### src/rtl/burst_pkg.sv
package burst_pkg;
  typedef enum logic {
    ORD_LINEAR     = 1'b0,
    ORD_INTERLEAVE = 1'b1
  } burst_order_e;
endpackage

### src/rtl/burst_rst_sync.sv
module burst_rst_sync (
  input  logic clk,
  input  logic rst_n,
  output logic rst_q_n
);
  logic [1:0] stage_q;

  always_ff @(posedge clk or negedge rst_n) begin
    if (!rst_n) stage_q <= 2'b00;
    else        stage_q <= {stage_q[0], 1'b1};
  end

  assign rst_q_n = stage_q[1];
endmodule

### src/rtl/burst_ctl.sv
module burst_ctl (
  input  logic adsp_n,
  input  logic adsc_n,
  input  logic adv_n,
  input  logic ce_ok,
  input  logic in_write,
  input  logic byte_strobe,
  output logic ld,
  output logic step
);
  logic strobes_idle;
  logic wr_gate;

  always_comb begin
    // controller strobe is never gated; processor strobe needs the enables
    ld           = !adsc_n || (!adsp_n && ce_ok);
    strobes_idle = adsp_n && adsc_n;
    wr_gate      = !in_write || byte_strobe;
    step         = strobes_idle && !adv_n && wr_gate;
  end
endmodule

### src/rtl/burst_ctr.sv
module burst_ctr #(
  parameter int AW = 21,
  parameter int BB = 2
) (
  input  logic          clk,
  input  logic          rst_n,
  input  logic          ld,
  input  logic          step,
  input  logic [AW-1:0] addr_in,
  output logic [AW-1:0] base_q,
  output logic [BB-1:0] cnt_q
);
  localparam logic [BB-1:0] CNT_ONE = BB'(1);

  logic [AW-1:0] base_d;
  logic [BB-1:0] cnt_d;
  logic          upd_en;

  always_comb begin
    base_d = base_q;
    cnt_d  = cnt_q;
    upd_en = ld || step;
    if (ld) begin
      base_d = addr_in;
      cnt_d  = '0;
    end else if (step) begin
      cnt_d  = cnt_q + CNT_ONE;  // natural wrap inside the group
    end
  end

  always_ff @(posedge clk or negedge rst_n) begin
    if (!rst_n) begin
      base_q <= '0;
      cnt_q  <= '0;
    end else if (upd_en) begin
      base_q <= base_d;
      cnt_q  <= cnt_d;
    end
  end
endmodule

### src/rtl/burst_seq.sv
module burst_seq
  import burst_pkg::*;
#(
  parameter int BB = 2
) (
  input  logic         order_il,
  input  logic [BB-1:0] base_lo,
  input  logic [BB-1:0] cnt,
  output logic [BB-1:0] beat_lo
);
  logic [BB-1:0] lin_lo;
  logic [BB-1:0] il_lo;
  burst_order_e  ord;

  assign lin_lo = base_lo + cnt;

  for (genvar i = 0; i < BB; i++) begin : g_il
    assign il_lo[i] = base_lo[i] ^ cnt[i];
  end

  always_comb begin
    ord     = burst_order_e'(order_il);
    beat_lo = (ord == ORD_INTERLEAVE) ? il_lo : lin_lo;
  end
endmodule

### src/rtl/burst_addr_gen.sv
module burst_addr_gen #(
  parameter int AW = 21,
  parameter int BB = 2
) (
  input  logic          clk,
  input  logic          rst_n,
  input  logic          adsp_n,
  input  logic          adsc_n,
  input  logic          adv_n,
  input  logic          ce_ok,
  input  logic          in_write,
  input  logic          byte_strobe,
  input  logic          order_il,
  input  logic [AW-1:0] addr_in,
  output logic [AW-1:0] addr_out
);
  logic          rst_q_n;
  logic          ld;
  logic          step;
  logic [AW-1:0] base_q;
  logic [BB-1:0] cnt_q;
  logic [BB-1:0] beat_lo;

  burst_rst_sync u_rst (
    .clk     (clk),
    .rst_n   (rst_n),
    .rst_q_n (rst_q_n)
  );

  burst_ctl u_ctl (
    .adsp_n      (adsp_n),
    .adsc_n      (adsc_n),
    .adv_n       (adv_n),
    .ce_ok       (ce_ok),
    .in_write    (in_write),
    .byte_strobe (byte_strobe),
    .ld          (ld),
    .step        (step)
  );

  burst_ctr #(.AW(AW), .BB(BB)) u_ctr (
    .clk     (clk),
    .rst_n   (rst_q_n),
    .ld      (ld),
    .step    (step),
    .addr_in (addr_in),
    .base_q  (base_q),
    .cnt_q   (cnt_q)
  );

  burst_seq #(.BB(BB)) u_seq (
    .order_il (order_il),
    .base_lo  (base_q[BB-1:0]),
    .cnt      (cnt_q),
    .beat_lo  (beat_lo)
  );

  assign addr_out = {base_q[AW-1:BB], beat_lo};
endmodule

### config.mk
export PLATFORM = sky130hd
export DESIGN_NAME = burst_addr_gen
export DESIGN_NICKNAME = d
export VERILOG_FILES = /design/src/rtl/burst_pkg.sv /design/src/rtl/burst_rst_sync.sv /design/src/rtl/burst_ctl.sv /design/src/rtl/burst_ctr.sv /design/src/rtl/burst_seq.sv /design/src/rtl/burst_addr_gen.sv
export SDC_FILE = /design/constraint.sdc
export NUM_CORES = 1
export LEC_CHECK = 0
export ABC_AREA = 1
export ABC_CLOCK_PERIOD_IN_PS = 1000
export BUFFER_PORTS_ARGS = -buffer_cell sky130_fd_sc_hd__clkbuf_2
export CELL_PAD_IN_SITES_DETAIL_PLACEMENT = 1
export CELL_PAD_IN_SITES_GLOBAL_PLACEMENT = 1
export CORE_MARGIN = 10
export CORE_UTILIZATION = 31
export DETAILED_ROUTE_END_ITERATION = 6
export GPL_TIMING_DRIVEN = 0
export HOLD_SLACK_MARGIN = 0.06
export PLACE_DENSITY = 0.74
export SLEW_MARGIN = 20
export SYNTH_ARGS = -nofsm -noshare
export SYNTH_HDL_FRONTEND = slang
export SYNTH_HIERARCHICAL = 1
export SYNTH_SLANG_ARGS = --single-unit
export TNS_END_PERCENT = 20
### constraint.sdc
create_clock -name clk -period 1 [get_ports clk]
set_clock_uncertainty 0.1 [all_clocks]
set_input_delay 0 -clock clk [delete_from_list [all_inputs] [get_ports clk]]
set_output_delay 0 -clock clk [all_outputs]
set_load 0.05 [all_outputs]
==> results.toml <==
[grt]
grtUsageTotal_pct = 12.0
grtUsageMet2_pct = 23.5
grt_pass1_vias = 1300
grt_pass1_wl_um = 6050
grt_max_degree = 24
grt_overflow = 0
antenna_found_initial = 0
grt.busiest_layer = "met2"
grtUsageMet1_pct = 11.6
use_met3_pct = 5.18

[floorplanning]
dieArea_um2 = 6050
core_area_um2 = 3130
initial_utilization_pct = 33.1
rows = 20
die_y_um = 77.8
die_w_um = 77.8
num_io_pins = 51

[placed_design]
io_buffers = 50
routabilityCongestion = 0.683
dp_hpwl_um = 2480

[worst_setup_path]
setup.worst_path.end_class = "primary output"
r2r_cells = 4
critPathRequiredTime_ns = 0.90
startpoint_type = "register"
cp_max_fo = 2
critPathKind = "register to primary output"
crit_arrival_ns = 1.44

[worst_hold_path]
holdPathStages = 5
hold_class = "input pin to register"

[sta]
rsz0062_at_grt = "yes"
hold_slack_ns = -0.00806
tightest_slew_ns = 0.517
finalWorstPathRequiredPeriod_ns = 1.54
hold_viol = 1
finalSetupViolCount = 22
worst_slack_ns = -0.536
relSlewSlack_pct = 65.5
max_clock_freq_mhz = 651
finalSetupTns_ns = -1.30
finalMaxSlewViolations = 0
period_share_pct = 154

[power_and_ir_drop]
p_switching_uw = 940
p_clk_share_pct = 18.7
pwr_density_cell_nw_per_um2 = 1390
swShare_pct = 36.2
pwr-share-comb_pct = 35.2
pwr-share-seq_pct = 46.1
internal-power_uw = 1660
ir_worst_vdd_v = 0.000742
leakagePower_uw = 0.000992

[layout]
num_antenna_cells = 0
nFillCells = 371
drive_gt1_share_pct = 33.7
final_cell_mix = "71 x nand2_1, 29 x clkbuf_2, 24 x dfrtp_1"
fin_util_pct = 59.6
nNetsFinal = 237
syn_to_final_growth_pct = 80.0
mostFrequentLayoutCell = "nand2_1"

[clock_tree]
cts-root-buf = "clkbuf_4"
clock_path_buffers = 2
tritoncts = "built"
htreeDepth = 1
clkLatencyLatePin_ns = 0.33
cts_inserted_buffers = 3
clk_pin_slew_worst_paths_ns = 0.14
cts_hold_buf = 23
cts_sinks = 25

[outcome]
violations = "hold timing, setup timing"
status = "complete, but fails checks"

[synthesis]
ys_types = 12
syn_area_um2 = 1040
synth_fa_ha_area_share_pct = 1.21
synth_compound_area_share_pct = 0.966
yosysWarnings = 6
syn_inst = 124
syn_avg_cell_area_um2 = 8.35
ys_seq_area_share_pct = 60.4
synth_xor_area_share_pct = 0
synth_top_family_by_area = "simple AND/OR/NAND/NOR gates"
synth-simple-area-share_pct = 30.2
synth_fp_nets = 155
ys_ff_latch = 25
synth.area.mux_share_pct = 0

[drt]
routed_via_density = 4.35
wirelength_um = 3900
drc = 0
avgRoutedWirePerCell_um = 15.7
drtIter0Drc = 63
ant_nets = 0
dr.pass1.iters = 4
dr_total_vias = 1083

[job]
max_cap_viol_count = 0
-- worst paths after layout --
| path | from | endpoint | slack [ns] |
|---|---|---|---|
| max | u_ctr/cnt_q[0] | addr_out[1] | -0.54 |
| min | adsp_n | u_ctr/cnt_q[0] | -0.008 |
| max reg2reg | u_ctr/cnt_q[0] | u_ctr/cnt_q[1] | -0.08 |
| min reg2reg | u_rst/stage_q[1] | u_ctr/base_q[18] | 0.15 |
| max in group asynchronous | rst_n | u_rst/stage_q[1] | 0.27 |
| min in group asynchronous | u_rst/stage_q[1] | u_ctr/base_q[18] | 0.15 |
-- power by group through the flow --
stage,registers [µW],logic [µW],clock network [µW]
6_report,1200,914,485
5_1_grt,1220,971,558
4_1_cts,1180,843,489
3_5_place_dp,1190,633,0
3_3_place_gp,1180,617,0
2_1_floorplan,1440,179,0
-- cells by family after synthesis --
logic type | after synthesis
compound gates | 2
fa+ha+maj | 1
other cells | 1
flops | 25
buf+inv | 13
simple gates | 82
-- cell type report --
type / count / area [µm²] / area share (%)
multi-input combinational: 86 / 357 / 19.1
inverter: 9 / 37.5 / 2.01
sequential: 25 / 627 / 33.6
buffer: 4 / 37.5 / 2.01
clock buffer: 3 / 22.5 / 1.21
timing repair buffer: 77 / 721 / 38.7
clock inverter: 1 / 7.51 / 0.403
tap: 44 / 55.1 / 2.95
-- timing repair --
item,4_1_cts,5_1_grt
endpoints found under the hold margin,25,1
resized for setup,44,25
endpoints found under the setup margin,44,21
buffers inserted,1,3
pin swaps,0,4
-- flip-flops by register name (all words and copies together) (netlist names) --
signal / cells
u_ctr/cnt_q: 2
u_ctr/base_q: 21
u_rst/stage_q: 2
-- per-layer routing --
metal	share of wire [%]	vias to the layer above	routed length (µm)
met5	0	-	0
met1	34	518	1330
met2	57	32	2210
met3	7.8	6	303
met4	1.5	0	59
li1	-	527	-
-- cells in the mapped netlist (all sizes together) --
cell | number | area share, %
nand3 | 4 | 1.9
dfrtp | 25 | 60
nor2 | 6 | 2.2
conb | 1 | 0.36
nand2 | 72 | 26
inv | 9 | 3.3
ha | 1 | 1.2
buf | 4 | 3.6
a21oi | 1 | 0.48
o21ai | 1 | 0.48
-- stage by stage --
step | power (µW) | hold WS (ns) | setup slack (ns) | instance area (µm²) | cells
floorplan | 1620 | -0.396 | -0.151 | 1040 | 124
global placement | 1800 | -0.315 | -0.254 | 1350 | 218
detailed placement | 1820 | -0.310 | -0.337 | 1350 | 218
CTS | 2510 | -0.0183 | -0.545 | 1800 | 246
global route | 2740 | 0.0358 | -0.629 | 1860 | 249
finish | 2600 | -0.00806 | -0.536 | 1860 | 249
-- critical path: stages (launching register included) --
cell and delay [ns]:
dfrtp_1 0.42, ha_4 0.16, inv_2 0.03, nor2_2 0.09
nand3_1 0.09, nand2_2 0.09, clkinvlp_4 0.09, buf_8 0.15
Power figures use the tool's default switching activity.
